==> config.mk <==
export PLATFORM = sky130hd
export DESIGN_NAME = gpio_edge_bank
export DESIGN_NICKNAME = d
export VERILOG_FILES = /design/src/rtl/gpio_bank_pkg.sv /design/src/rtl/gpio_bank_ctrl.sv /design/src/rtl/gpio_bank_dp.sv /design/src/rtl/gpio_edge_bank.sv
export SDC_FILE = /design/constraint.sdc
export NUM_CORES = 1
export LEC_CHECK = 0
export BUFFER_PORTS_ARGS = -buffer_cell sky130_fd_sc_hd__buf_2
export CAP_MARGIN = 5
export CORE_MARGIN = 2
export CORE_UTILIZATION = 35
export DETAILED_ROUTE_END_ITERATION = 8
export PLACE_DENSITY = 0.51
export SLEW_MARGIN = 20
export SYNTH_ARGS = -nofsm -noshare
export SYNTH_HDL_FRONTEND = slang
export SYNTH_HIERARCHICAL = 1
export SYNTH_SLANG_ARGS = --single-unit
==> constraint.sdc <==
create_clock -name clk -period 2.8 [get_ports clk]
set_input_delay 0.28 -clock clk [delete_from_list [all_inputs] [get_ports clk]]
set_output_delay 0.28 -clock clk [all_outputs]
set_load 0.01 [all_outputs]
==> src/rtl/gpio_bank_pkg.sv <==
package gpio_bank_pkg;
  localparam int DATA_W    = 16;
  localparam int ADDR_W    = 8;
  localparam int FIELD_W   = 2;
  localparam int PINS_PER_CFG = DATA_W / FIELD_W;
  localparam int WAKE_GATE_BIT = 2;
  localparam int DONE_BIT  = 0;

  localparam logic [ADDR_W-1:0] OFS_REV     = 8'h00;
  localparam logic [ADDR_W-1:0] OFS_SYSCFG  = 8'h10;
  localparam logic [ADDR_W-1:0] OFS_SYSSTAT = 8'h14;
  localparam logic [ADDR_W-1:0] OFS_PEND    = 8'h18;
  localparam logic [ADDR_W-1:0] OFS_EN      = 8'h1C;
  localparam logic [ADDR_W-1:0] OFS_WAKE    = 8'h28;
  localparam logic [ADDR_W-1:0] OFS_DIN     = 8'h2C;
  localparam logic [ADDR_W-1:0] OFS_DOUT    = 8'h30;
  localparam logic [ADDR_W-1:0] OFS_DIR     = 8'h34;
  localparam logic [ADDR_W-1:0] OFS_TRIGLO  = 8'h38;
  localparam logic [ADDR_W-1:0] OFS_TRIGHI  = 8'h3C;
  localparam logic [ADDR_W-1:0] OFS_EN_CLR  = 8'h9C;
  localparam logic [ADDR_W-1:0] OFS_WK_CLR  = 8'hA8;
  localparam logic [ADDR_W-1:0] OFS_DO_CLR  = 8'hB0;
  localparam logic [ADDR_W-1:0] OFS_EN_SET  = 8'hDC;
  localparam logic [ADDR_W-1:0] OFS_WK_SET  = 8'hE8;
  localparam logic [ADDR_W-1:0] OFS_DO_SET  = 8'hF0;

  typedef struct packed {
    logic sysCfgWr;
    logic pendClr;
    logic enWr;
    logic enSet;
    logic enClr;
    logic wkWr;
    logic wkSet;
    logic wkClr;
    logic doWr;
    logic doSet;
    logic doClr;
    logic dirWr;
    logic trigLoWr;
    logic trigHiWr;
  } bankStrobes_t;

  typedef enum logic [3:0] {
    SEL_NONE, SEL_REV, SEL_SYSCFG, SEL_SYSSTAT, SEL_PEND, SEL_EN,
    SEL_WAKE, SEL_DIN, SEL_DOUT, SEL_DIR, SEL_TRIGLO, SEL_TRIGHI
  } readSel_t;
endpackage

==> src/rtl/gpio_bank_ctrl.sv <==
module gpio_bank_ctrl
  import gpio_bank_pkg::*;
(
  input  logic              wrEn,
  input  logic [ADDR_W-1:0] addr,
  output bankStrobes_t      strb,
  output readSel_t          readSel
);
  always_comb begin
    strb    = '0;
    readSel = SEL_NONE;
    case (addr)
      OFS_REV:     readSel = SEL_REV;
      OFS_SYSCFG:  begin readSel = SEL_SYSCFG;  strb.sysCfgWr = wrEn; end
      OFS_SYSSTAT: readSel = SEL_SYSSTAT;
      OFS_PEND:    begin readSel = SEL_PEND;    strb.pendClr  = wrEn; end
      OFS_EN:      begin readSel = SEL_EN;      strb.enWr     = wrEn; end
      OFS_WAKE:    begin readSel = SEL_WAKE;    strb.wkWr     = wrEn; end
      OFS_DIN:     readSel = SEL_DIN;
      OFS_DOUT:    begin readSel = SEL_DOUT;    strb.doWr     = wrEn; end
      OFS_DIR:     begin readSel = SEL_DIR;     strb.dirWr    = wrEn; end
      OFS_TRIGLO:  begin readSel = SEL_TRIGLO;  strb.trigLoWr = wrEn; end
      OFS_TRIGHI:  begin readSel = SEL_TRIGHI;  strb.trigHiWr = wrEn; end
      OFS_EN_CLR:  strb.enClr = wrEn;
      OFS_EN_SET:  strb.enSet = wrEn;
      OFS_WK_CLR:  strb.wkClr = wrEn;
      OFS_WK_SET:  strb.wkSet = wrEn;
      OFS_DO_CLR:  strb.doClr = wrEn;
      OFS_DO_SET:  strb.doSet = wrEn;
      default:     readSel = SEL_NONE;
    endcase
  end
endmodule

==> src/rtl/gpio_bank_dp.sv <==
module gpio_bank_dp
  import gpio_bank_pkg::*;
#(
  parameter logic [DATA_W-1:0] REVISION = 16'h0010
) (
  input  logic              clk,
  input  logic              rstN,
  input  bankStrobes_t      strb,
  input  readSel_t          readSel,
  input  logic [DATA_W-1:0] wrData,
  input  logic [DATA_W-1:0] padIn,
  output logic [DATA_W-1:0] rdData,
  output logic [DATA_W-1:0] doutQ,
  output logic [DATA_W-1:0] dirQ,
  output logic [DATA_W-1:0] pendQ,
  output logic [DATA_W-1:0] enQ,
  output logic [DATA_W-1:0] sysCfgQ,
  output logic              irqOut,
  output logic              wakeOut
);
  logic [DATA_W-1:0] wkQ, trigLoQ, trigHiQ;
  logic [DATA_W-1:0] syncA, syncB, prevB;
  logic [DATA_W-1:0] evtVec, clrMask;
  logic              doneQ;

  // Two-stage synchroniser plus one history stage for edge compare
  always_ff @(posedge clk or negedge rstN) begin
    if (!rstN) begin
      syncA <= '0;
      syncB <= '0;
      prevB <= '0;
    end else begin
      syncA <= padIn;
      syncB <= syncA;
      prevB <= syncB;
    end
  end

  // Per-pin code unpacking and edge qualification
  for (genvar p = 0; p < DATA_W; p++) begin : g_pin
    logic [FIELD_W-1:0] code;
    logic rise, fall;
    if (p < PINS_PER_CFG) begin : g_lo
      assign code = trigLoQ[FIELD_W*p +: FIELD_W];
    end else begin : g_hi
      assign code = trigHiQ[FIELD_W*(p-PINS_PER_CFG) +: FIELD_W];
    end
    assign rise = syncB[p] & ~prevB[p];
    assign fall = ~syncB[p] & prevB[p];
    assign evtVec[p] = (code[1] & rise) | (code[0] & fall);
  end

  assign clrMask = strb.pendClr ? wrData : '0;

  always_ff @(posedge clk or negedge rstN) begin
    if (!rstN) begin
      doneQ   <= 1'b0;
      sysCfgQ <= '0;
      pendQ   <= '0;
      enQ     <= '0;
      wkQ     <= '0;
      doutQ   <= '0;
      dirQ    <= '1;
      trigLoQ <= '0;
      trigHiQ <= '0;
    end else begin
      doneQ <= 1'b1;
      // events win over a simultaneous clear of the same bit
      pendQ <= (pendQ & ~clrMask) | evtVec;
      if (strb.sysCfgWr) sysCfgQ <= wrData;
      if (strb.enWr)       enQ <= wrData;
      else if (strb.enSet) enQ <= enQ | wrData;
      else if (strb.enClr) enQ <= enQ & ~wrData;
      if (strb.wkWr)       wkQ <= wrData;
      else if (strb.wkSet) wkQ <= wkQ | wrData;
      else if (strb.wkClr) wkQ <= wkQ & ~wrData;
      if (strb.doWr)       doutQ <= wrData;
      else if (strb.doSet) doutQ <= doutQ | wrData;
      else if (strb.doClr) doutQ <= doutQ & ~wrData;
      if (strb.dirWr)    dirQ    <= wrData;
      if (strb.trigLoWr) trigLoQ <= wrData;
      if (strb.trigHiWr) trigHiQ <= wrData;
    end
  end

  assign irqOut  = |(pendQ & enQ);
  assign wakeOut = sysCfgQ[WAKE_GATE_BIT] & (|(pendQ & wkQ));

  always_comb begin
    rdData = '0;
    case (readSel)
      SEL_REV:     rdData = REVISION;
      SEL_SYSCFG:  rdData = sysCfgQ;
      SEL_SYSSTAT: rdData[DONE_BIT] = doneQ;
      SEL_PEND:    rdData = pendQ;
      SEL_EN:      rdData = enQ;
      SEL_WAKE:    rdData = wkQ;
      SEL_DIN:     rdData = syncB;
      SEL_DOUT:    rdData = doutQ;
      SEL_DIR:     rdData = dirQ;
      SEL_TRIGLO:  rdData = trigLoQ;
      SEL_TRIGHI:  rdData = trigHiQ;
      default:     rdData = '0;
    endcase
  end
endmodule

==> src/rtl/gpio_edge_bank.sv <==
module gpio_edge_bank
  import gpio_bank_pkg::*;
#(
  parameter logic [DATA_W-1:0] REVISION = 16'h0010
) (
  input  logic              clk,
  input  logic              rstN,
  input  logic              wrEn,
  input  logic [ADDR_W-1:0] addr,
  input  logic [DATA_W-1:0] wrData,
  output logic [DATA_W-1:0] rdData,
  input  logic [DATA_W-1:0] padIn,
  output logic [DATA_W-1:0] padOut,
  output logic [DATA_W-1:0] dirIsIn,
  output logic              irqOut,
  output logic              wakeOut
);
  bankStrobes_t      strb;
  readSel_t          readSel;
  logic [DATA_W-1:0] pendQ, enQ, sysCfgQ;

  gpio_bank_ctrl u_ctrl (
    .wrEn(wrEn), .addr(addr), .strb(strb), .readSel(readSel)
  );

  gpio_bank_dp #(.REVISION(REVISION)) u_dp (
    .clk(clk), .rstN(rstN), .strb(strb), .readSel(readSel),
    .wrData(wrData), .padIn(padIn), .rdData(rdData),
    .doutQ(padOut), .dirQ(dirIsIn), .pendQ(pendQ), .enQ(enQ),
    .sysCfgQ(sysCfgQ), .irqOut(irqOut), .wakeOut(wakeOut)
  );
endmodule

[Yosys cells after proc, flatten, opt, wreduce, memory -nomap -nowiden]
Index checks and enable logic that the tools add are counted.
Storage, ports and cells
  logic and storage cells: 197
  register bits after elaboration: 177
  input bits: 43
  output and inout port bits: 50
Cells by class
  bitwise operators: 125
  multiplexer cells: 27
  equality and inequality tests: 27
  reductions and logical operators: 6
Operators by type and width (number)
  two-way mux 16 bit: 10
  one-hot mux 15 bit (10 select lines): 1
  bitwise AND 16 bit: 6
  bitwise AND 1 bit: 65
  bitwise OR 16 bit: 4
  == test 8 x 6 -> 1 bit, second input constant: 6
  == test 8 bit, second input constant: 6
  one-hot mux 4 bit (11 select lines): 1
  == test 8 x 5 -> 1 bit, second input constant: 4
  NOT 1 bit: 32
  NOT 16 bit: 2
  OR reduction 16 bit: 2
  == test 4 x 3 -> 1 bit, second input constant: 4
  == test 4 bit, second input constant: 4
  bitwise OR 1 bit: 16
  two-way mux 1 bit: 14
  one-hot mux 1 bit (10 select lines): 1
  nonzero test 3 bit: 3
  == test 4 x 2 -> 1 bit, second input constant: 2
  logical NOT 8 bit: 1
  == test 4 x 1 -> 1 bit, second input constant: 1

[Depth between registers and ports, before layout]
  depth after elaboration: 6
  depth in mapped cells: 10
  mapped depth without buffers: 7

[Hierarchy]
Netlist, hierarchy kept.
By module, submodules not included
  gpio_bank_dp: sequential area each 4449.3 um2, instances 1, area an instance 7723.7 um2, cells each 635
  gpio_bank_ctrl: sequential area each 0.0 um2, instances 1, area an instance 222.7 um2, cells each 40

[Worst setup path before layout]
No wires, ideal clock.
  kind: input-to-output
  start point: input port addr[1]
  end point: output port rdData[10]
  required time: 2.520 ns
  slack: 0.194 ns
  arrival time: 2.326 ns
  path buffers: 2
  stages on the path: 7
  path through: or4_2 -> a21oi_1 -> buf_2 -> nor3_2 -> clkbuf_1 -> a222oi_1 -> nand3_1
Between the ends
  longest elaborated chain between the ends: 4
  elaborated cells on any way between the ends: 23
  classes of those cells: eq/ne (20); mux (2); reduce/logical (1)
RTL lines
  start, declared: RTL line gpio_edge_bank.sv:9  | input logic [ADDR_W-1:0] addr,
  == test 8 x 6 -> 1 bit, or another cell as far along: RTL line gpio_bank_ctrl.sv:12  | case (addr)
  one-hot mux 4 bit (11 select lines) (*): RTL line gpio_bank_ctrl.sv:12
  named net readSel[1]: RTL line gpio_edge_bank.sv:19  | readSel_t readSel;
  == test 4 bit, or another cell as far along: RTL line gpio_bank_dp.sv:91  | case (readSel)
  one-hot mux 15 bit (10 select lines) (*): RTL line gpio_bank_dp.sv:91
  end, declared: RTL line gpio_edge_bank.sv:11  | output logic [DATA_W-1:0] rdData,
Mark *: on every way through the listed nets, which the timed path passes. The rest lies on a longest branch.

[Worst setup path after layout]
Ends and elaborated chain as after synthesis.

==> impl_metrics.toml <==
[outcome]
status = "finished, final reports clean"

[hold_path]
hp-class = "in -> reg"

[layout]
final_cell_mix = "dfrtp_1, nand2_1, buf_2"
area_delta_synth_final_pct = 25.5
diodes = 0
fin_util = 0.445
layout_commonest_cell = "dfrtp_1"
drive_above_1_share = 0.366
layout.nets = 849

[worst_setup_path]
path_delay_family = "simple AND/OR/NAND/NOR gates"
cp_cell_sequence = "buf_2 -> or4_4 -> buf_4 -> a21oi_2 -> nand2b_4 -> nor2_2 -> buf_6 -> buf_4 -> a221oi_2 -> nand3_1 -> buf_2"
end_kind = "output pin"
cp.arrival_ps = 2440
crit_required_ps = 2520
crit_fanout = 8
slowest_stage = "or4_4"
cp-start-kind = "input pin"
max_stage_delay_ps = 540
path_class = "in -> out"
crit_buf_inv = 5

[power_and_ir_drop]
powerDensity_mw_per_mm2 = 600
peakVddDrop_v = 0.000408
power.leakage_nw = 4.47
total_power_mw = 5.99

[global_route]
grt-ovfl-total = 0
grt_util_all_layers = 0.230
grt_start_max_net_pins = 75
grt_pass1_vias = 6532
antenna_found_initial = 0
grt_pass1_wl_microns = 41000

[synth]
synth_ff_type = "dfrtp_1"
ys_ff_latch = 177
synth_edf_count = 0
ys_seq_area_frac = 0.560
syn-cell-area_sq_mm = 0.00795
ys_types = 50
async_flop_share = 1.00
syn_avg_cell_area_sq_um = 11.8
syn_inst = 675
syn_nets = 718
ys.warnings.count = 6

[route]
ant_nets = 0
viasPerCell = 5.84
drt_iter0_drc = 688
drc_errors = 0
vias = 6446
detail_route.wl_per_cell_microns = 24.7
wl_microns = 27300
first_pass_iters = 7

[sta]
period_share = 0.973
finalHoldViolations = 0
setup_viol = 0
fin_tns_setup_ps = 0
rsz0062_at_grt = "no"
worst_clock_skew_ps = 7.40
max_freq_mhz = 367
period_needed_ps = 2720
worstMarginPinSlew_ps = 636
relSlewSlack = 0.575
drv_slew = 0

[flow_run]
maxCapViolCount = 0

[floorplan]
start_util = 0.354
die-area_sq_mm = 0.0239
io_pins = 93
die-height_microns = 155
core_sq_mm = 0.0224
rows = 55
dieWidth_microns = 155

[clock_network]
cts_tree = "yes"
htreeDepth = 4
clock_path_buffers = 2
clock_tree.root_cell = "clkbuf_16"
clk_pin_slew_worst_paths_ps = 60
numCtsBuffers = 17
cts_num_sinks = 177
worstSkewPairLatency_ps = 420

[placed_design]
numPortBuffers = 92
gp_congestion = 0.897
hpwl_microns = 17200
[final timing paths]
kind	start	to	slack [ps]	depth (start not counted)
min reg2reg	u_dp/syncA[14]	u_dp/syncB[14]	340	0
max	addr[1]	rdData[10]	80	11
min	wrData[0]	u_dp/dirQ[0]	180	3
max reg2reg	u_dp/syncB[8]	u_dp/pendQ[8]	1820	4
min in group asynchronous	rstN	u_dp/syncB[2]	440	2
max in group asynchronous	rstN	u_dp/dirQ[13]	1470	3
[final cells by class]
| class | count | area (sq um) |
|---|---|---|
| clock inverters | 9 | 181 |
| inverters | 17 | 63.8 |
| clock buffers | 23 | 458 |
| repair buffers | 168 | 1160 |
| fillers | 2085 | 12500 |
| multi-input cells | 425 | 3310 |
| well taps | 285 | 357 |
| flip-flops and latches | 177 | 4450 |
[cells in the mapped netlist, drive strengths merged (13+ instances only)]
master	number	area, sq um
o21ai	19	95.1
mux2	63	709
dfstp	16	420
a221oi	20	231
nor2	21	81.3
clkbuf	46	173
a22o	46	403
nand2	95	357
a32o	34	340
nand3	16	80.1
a222oi	13	130
dfrtp	161	4030
inv	17	63.8
mux2i	18	180
[worst min-delay path, delay by kind of cell]
kind,cells,cell delay [ps]
AO/OA/AOI/OAI,1,70
AND/OR/NAND/NOR,1,70
buffers and inverters,1,170
[per-layer routing]
| metal | up-vias | share of wire | wire length [microns] | track usage |
|---|---|---|---|---|
| li1 | 2783 | - | - | - |
| met1 | 3315 | 0.43 | 11900 | 0.314 |
| met2 | 298 | 0.47 | 12700 | 0.361 |
| met3 | 50 | 0.067 | 1830 | 0.0446 |
| met4 | 0 | 0.031 | 857 | 0.0970 |
| met5 | - | 0 | 0 | 0 |
[power breakdown]
part	leakage [nW]	switching (mW)	internal, mW
logic	1.97	0.259	0.229
registers	2.20	0.153	2.72
clock network	0.310	1.01	1.62
total	4.47	1.42	4.57
[cells by family (layout without fill, tap and decap cells)]
group / Yosys count / in the layout / share of synthesized area
buf+inv: 75 / 217 / 0.0400
other cells: 1 / 1 / 0.000472
xor+xnor: 1 / 1 / 0.00110
flops: 177 / 177 / 0.560
compound gates: 169 / 169 / 0.185
mux: 81 / 81 / 0.112
simple gates: 171 / 173 / 0.102
[what timing repair did]
item	CTS	global route
gates resized for setup	17	17
endpoints found under the hold margin	78	0
endpoints found under the setup margin	15	13
pin swaps	4	6
gates cloned	2	1
setup buffers	7	5
hold buffers	17	0
[stage by stage]
step	hold WS (ps)	cells	setup WS [ps]	cell area [sq um]
finish	182	1104	76.4	9980
global route	208	1104	4.27	9980
CTS	170	1098	47.2	9850
detailed placement	335	1040	-164	8910
global placement	331	1039	-315	8900
floorplan	-15.6	675	194	7950
(Power assumes the default switching activity.)
